**config.mk**
```make
export PLATFORM = sky130hd
export DESIGN_NAME = fifo_irq_ctrl
export DESIGN_NICKNAME = d
export VERILOG_FILES = /design/src/rtl/fifo_irq_pkg.sv /design/src/rtl/fifo_irq_qualify.sv /design/src/rtl/fifo_irq_src_latch.sv /design/src/rtl/fifo_irq_line.sv /design/src/rtl/fifo_irq_ctrl.sv
export SDC_FILE = /design/constraint.sdc
export NUM_CORES = 1
export LEC_CHECK = 0
export BUFFER_PORTS_ARGS = -buffer_cell sky130_fd_sc_hd__buf_2
export CAP_MARGIN = 25
export CORE_AREA = 2 2 39 41
export CTS_BUF_LIST = sky130_fd_sc_hd__clkbuf_4 sky130_fd_sc_hd__clkbuf_8
export CTS_CLUSTER_SIZE = 25
export DETAILED_ROUTE_END_ITERATION = 7
export DIE_AREA = 0 0 41 43
export HOLD_SLACK_MARGIN = 0.1
export PLACE_DENSITY = 0.55
export RECOVER_POWER = 50
export SLEW_MARGIN = 0
export SYNTH_ARGS = -nofsm -noshare
export SYNTH_HDL_FRONTEND = slang
export SYNTH_SLANG_ARGS = --single-unit
```
**constraint.sdc**
```tcl
create_clock -name clk -period 1.5 [get_ports clk]
set_clock_uncertainty 0.1 [all_clocks]
set_input_delay 0.3 -clock clk [delete_from_list [all_inputs] [get_ports clk]]
set_output_delay 0.3 -clock clk [all_outputs]
set_load 0.02 [all_outputs]
```
**src/rtl/fifo_irq_pkg.sv**
```systemverilog
package fifo_irq_pkg;

    // Number of FIFO conditions handled by the controller
    localparam int NUM_COND = 6;

    // Bit positions shared by the flag, enable and pending vectors
    localparam int IDX_FULL       = 0;
    localparam int IDX_EMPTY      = 1;
    localparam int IDX_ALMOST_FUL = 2;
    localparam int IDX_ALMOST_EMP = 3;
    localparam int IDX_PROG_FULL  = 4;
    localparam int IDX_PROG_EMPTY = 5;

    // Per-condition sticky tracker
    typedef enum logic {
        SRC_CLEAR   = 1'b0,
        SRC_LATCHED = 1'b1
    } src_state_t;

    // Interrupt output line
    typedef enum logic {
        LINE_LOW  = 1'b0,
        LINE_HIGH = 1'b1
    } line_state_t;

endpackage

```
**src/rtl/fifo_irq_qualify.sv**
```systemverilog
module fifo_irq_qualify #(
    parameter int NUM_COND = fifo_irq_pkg::NUM_COND
) (
    input  logic [NUM_COND-1:0] flags,
    input  logic [NUM_COND-1:0] enables,
    input  logic                master_en,
    output logic [NUM_COND-1:0] hits
);

    // A condition counts only when all three gates agree
    always_comb begin
        hits = flags & enables & {NUM_COND{master_en}};
    end

endmodule

```
**src/rtl/fifo_irq_src_latch.sv**
```systemverilog
module fifo_irq_src_latch
    import fifo_irq_pkg::*;
(
    input  logic clk,
    input  logic rst_n,
    input  logic hit,
    input  logic clr,
    output logic pending
);

    src_state_t state_q;
    src_state_t state_d;

    // State register
    always_ff @(posedge clk or negedge rst_n) begin
        if (!rst_n) begin
            state_q <= SRC_CLEAR;
        end else begin
            state_q <= state_d;
        end
    end

    // Transitions: the clearing read wins over a hit in the same cycle
    always_comb begin
        state_d = state_q;
        unique case (state_q)
            SRC_CLEAR: begin
                if (hit && !clr) begin
                    state_d = SRC_LATCHED;
                end
            end
            SRC_LATCHED: begin
                if (clr) begin
                    state_d = SRC_CLEAR;
                end
            end
        endcase
    end

    // Outputs
    always_comb begin
        pending = (state_q == SRC_LATCHED);
    end

endmodule

```
**src/rtl/fifo_irq_line.sv**
```systemverilog
module fifo_irq_line
    import fifo_irq_pkg::*;
(
    input  logic clk,
    input  logic rst_n,
    input  logic any_pending,
    input  logic master_en,
    output logic irq
);

    line_state_t state_q;
    line_state_t state_d;

    // State register
    always_ff @(posedge clk or negedge rst_n) begin
        if (!rst_n) begin
            state_q <= LINE_LOW;
        end else begin
            state_q <= state_d;
        end
    end

    // Transitions
    always_comb begin
        state_d = state_q;
        unique case (state_q)
            LINE_LOW: begin
                if (master_en && any_pending) begin
                    state_d = LINE_HIGH;
                end
            end
            LINE_HIGH: begin
                if (!master_en || !any_pending) begin
                    state_d = LINE_LOW;
                end
            end
        endcase
    end

    // Outputs
    always_comb begin
        irq = (state_q == LINE_HIGH);
    end

endmodule

```
**src/rtl/fifo_irq_ctrl.sv**
```systemverilog
module fifo_irq_ctrl #(
    parameter int NUM_COND = fifo_irq_pkg::NUM_COND
) (
    input  logic                clk,
    input  logic                rst_n,
    input  logic [NUM_COND-1:0] cond_flags,
    input  logic [NUM_COND-1:0] cond_en,
    input  logic                master_en,
    input  logic                pend_rd,
    output logic                irq,
    output logic [NUM_COND-1:0] pend_status
);

    logic [NUM_COND-1:0] hits;
    logic                any_pending;

    fifo_irq_qualify #(
        .NUM_COND (NUM_COND)
    ) u_qualify (
        .flags     (cond_flags),
        .enables   (cond_en),
        .master_en (master_en),
        .hits      (hits)
    );

    // One sticky tracker per condition
    for (genvar g = 0; g < NUM_COND; g++) begin : g_src
        fifo_irq_src_latch u_latch (
            .clk     (clk),
            .rst_n   (rst_n),
            .hit     (hits[g]),
            .clr     (pend_rd),
            .pending (pend_status[g])
        );
    end

    always_comb begin
        any_pending = |pend_status;
    end

    fifo_irq_line u_line (
        .clk         (clk),
        .rst_n       (rst_n),
        .any_pending (any_pending),
        .master_en   (master_en),
        .irq         (irq)
    );

endmodule

```
---- Word-level counts from Yosys, hierarchy flattened ----
Cells that the tools add are included.
operators by class
  muxes and demuxes ....................... 16
  bitwise gates (word level) .............. 9
  reduce and logical (&&, ||, !) cells .... 12
operator list
  kind                                number
  one-hot mux 1 bit (2 select lines)  7
  AND 6 bit                           2
  two-way mux 1 bit                   9
  logical AND 1 bit                   7
  inverter 1 bit                      7
  OR reduction 6 bit                  1
  logical NOT 1 bit                   3
  logical OR 1 bit                    1
storage, ports and cells
  register bits after elaboration ......... 7
  input bits .............................. 16

---- Longest topological paths before layout ----
  depth in word-level cells ............... 5
  mapped depth ............................ 2
  gate-level depth less buffers ........... 2

---- By module ----
A second synthesis with hierarchy kept.
unflattened totals
  cells, all modules ...................... 23
  area total of the unflattened synthesis .. 292.8 µm²
by module, submodules not included
  module              times used  cells each  area an instance (µm²)  seq. area each (µm²)
  fifo_irq_src_latch  6           2           35.0                    25.0
  fifo_irq_qualify    1           6           37.5                    0.0
  fifo_irq_line       1           2           31.3                    25.0
  fifo_irq_ctrl       1           3           13.8                    0.0

---- Worst setup path after synthesis ----
No wires, ideal clock.
  path kind ............................... register -> register
  start point ............................. register g_src[0].u_latch.state_q
  end point ............................... register u_line.state_q, in the netlist u_line.irq
  arrival time ............................ 1,094 ps
  setup slack ............................. 182 ps
  cell stages (with the launch flop) ...... 3
  buffers on the path ..................... 0
  period minus slack after synthesis ...... 1,318 ps
  cells stage by stage .................... dfrtp_1 -> or4_1 -> o31a_1
between the ends
  longest elaborated chain between the ends .. 5
  elaborated cells between the ends (all ways) .. 7
  classes of those cells .................. 3 x mux; 4 x reduce/logical
ends and longest elaborated chain
  what                                  line                      source
  start, declared                       fifo_irq_src_latch.sv:11  src_state_t state_q;
  start signal, assigned                fifo_irq_src_latch.sv:19  state_q <= state_d;
  OR reduction 6 bit *                  fifo_irq_ctrl.sv:38       any_pending = |pend_status;
  logical NOT 1 bit                     fifo_irq_line.sv:33       if (!master_en || !any_pending) begin
  logical OR 1 bit                      fifo_irq_line.sv:33
  two-way mux 1 bit                     fifo_irq_line.sv:33
  one-hot mux 1 bit (2 select lines) *  fifo_irq_line.sv:26       unique case (state_q)
  net u_line.state_d                    fifo_irq_line.sv:12       line_state_t state_d;
  end signal, assigned                  fifo_irq_line.sv:19       state_q <= state_d;
  end, declared                         fifo_irq_line.sv:11       line_state_t state_q;
Mark *: on every way through the listed nets, which the timed path passes. The rest lies on a longest branch.

---- Worst setup path in the final report ----
Same ends and word-level chain as after synthesis.

==> impl_metrics.ini <==
[outcome]
status = completed

[global_routing]
gr-total-overflow = 0
grt_pass1_wl_mm = 1.02
antenna_found_initial = 0
grt_max_degree = 8
grt_usage_pct = 9.21
grt_pass1_vias = 250

[logic_synthesis]
syn-num-nets = 43
synth.ff_latch_count = 7
yosys.cell_types.count = 6
synth_area_um2 = 297
yosysWarnings = 0
synth_area_per_cell_um2 = 11.0
synthCells = 27
seq_area_frac_synth_pct = 59.1

[routing]
wirelength_um = 680
dr.pass1.iters = 2
vias_per_cell = 4.31
drc = 0
ant_nets = 0
vias = 276
initialDrtViolationCount = 1
post_drt_wl_per_cell_um = 10.6

[setup_path]
path_max_fanout = 3
startpoint_type = register
endpoint_kind = register
worstPathRequired_ns = 1.53
critPathArrivalTime_ns = 1.41
worstSetupPathType = reg2reg

[finish]
nNetsFinal = 65
syn_to_final_growth_pct = 41.8
n_antenna_cell = 0
final_common_cell = buf_2
area.sequential_um2 = 175
final_area_um2 = 420
fin_cells = 64
fillers = 152
mostFrequentLayoutCells = 21 x buf_2, 7 x dfrtp_1, 6 x a31oi_1, 6 x nor2_1, 4 x clkbuf_4
drive_gt1_share_pct = 52.1
multi_input_area_um2 = 76.3

[cts]
clock-sinks = 7
clkTransAtPathRegs_ns = 0.05
numCtsBuffers = 3
clock_path_buffers = 2
cts_tree = yes
cts_resized = 0
htreeDepth = 1
clock-root-buffer = clkbuf_4
clock_latency_ns = 0.25

[timing]
rsz0062_at_grt = no
period_needed_ns = 1.37
worst-slew-pin-transition_ns = 0.374
timing.setup.tns_ns = 0
finalHoldViolations = 0
relSlewSlack_pct = 75.1
setup_viol = 0
maxSlewViolCount = 0
max_freq_mhz = 727
finalCritPeriodShare_pct = 91.6

[die]
start_util_pct = 21.4
die_area_um2 = 1760
ioPinCount = 23
core_area_um2 = 1380
die-height_um = 43
num_rows = 14
die_w_um = 41

[power]
power_density_nw_per_um2 = 1110
power_leakage_nw = 0.235
peakVddDrop_mv = 0.375

[placement]
dpl_cell_area_um2 = 382
dp_cells = 59
io_buffer_count = 22
gp_congestion = 0.668

[hold_path]
hold_class = in2reg

[job]
cap_violations = 0
==> registers in the layout, summed over array words and instances (netlist names) <==
name	cells
g_src.u_latch.pending	6
u_line.irq	1
==> through the flow <==
step / hold WS, ns / util, % / total power [mW] / setup WS, ns
after floorplan: -0.0956 / - / 0.250 / 0.182
after global placement: 0.0435 / 27.6 / 0.279 / 0.169
after detailed placement: 0.0436 / 27.6 / 0.280 / 0.135
after CTS: 0.193 / 30.5 / 0.475 / 0.121
after global routing: 0.190 / 30.4 / 0.497 / 0.0815
final: 0.192 / 30.4 / 0.465 / 0.125
==> cells in the mapped netlist <==
master	instances	area [µm²]
dfrtp_1	7	175
nor2_1	6	22.5
buf_4	6	45.0
a31oi_1	6	37.5
o31a_1	1	8.76
or4_1	1	7.51
==> cells by family after synthesis <==
family	count (synthesis)	synth area share [%]
AND/OR/NAND/NOR	7	10.1
flip-flops	7	59.1
buffers and inverters	6	15.2
AO/OA/AOI/OAI	7	15.6
==> power by group <==
| group | switching, mW | leakage, nW | internal, mW | total [mW] |
|---|---|---|---|---|
| combinational | 0.0375 | 0.122 | 0.0321 | 0.0696 |
| clock | 0.0693 | 0.0184 | 0.120 | 0.189 |
| sequential | 0.00656 | 0.0940 | 0.200 | 0.207 |
==> final cells by class <==
| class | instances | share of cell area, % |
|---|---|---|
| tap | 16 | 4.76 |
| clock buffer | 4 | 7.14 |
| timing repair buffer | 23 | 28.3 |
| sequential | 7 | 41.7 |
| multi-input combinational | 14 | 18.2 |
==> timing repair <==
action                    CTS  global route
hold buffers                1             0
setup buffers               0             0
hold endpoints to repair    7             0
==> final timing paths <==
| kind | start | endpoint | slack (ns) | cells after the start |
|---|---|---|---|---|
| max | g_src[0].u_latch.pending | u_line.irq | 0.13 | 2 |
| min | pend_rd | g_src[3].u_latch.pending | 0.19 | 2 |
| max reg2reg | g_src[0].u_latch.pending | u_line.irq | 0.13 | 2 |
| min reg2reg | g_src[1].u_latch.pending | g_src[1].u_latch.pending | 0.42 | 2 |
| max in group asynchronous | rst_n | g_src[1].u_latch.pending | 0.66 | 2 |
| min in group asynchronous | rst_n | u_line.irq | 0.37 | 2 |
==> routing by layer <==
layer	vias up	track usage (%)	wire length [µm]
li1	132	-	-
met1	133	10.6	273
met2	11	12.8	351
met3	0	6.28	55
met4	0	4.00	0
met5	-	0	0
==> worst max-delay path: stages (launching register included) <==
cell     delay, ns
dfrtp_1       0.39
or4_1         0.52
o31a_1        0.25
Power figures use the tool's default switching activity.
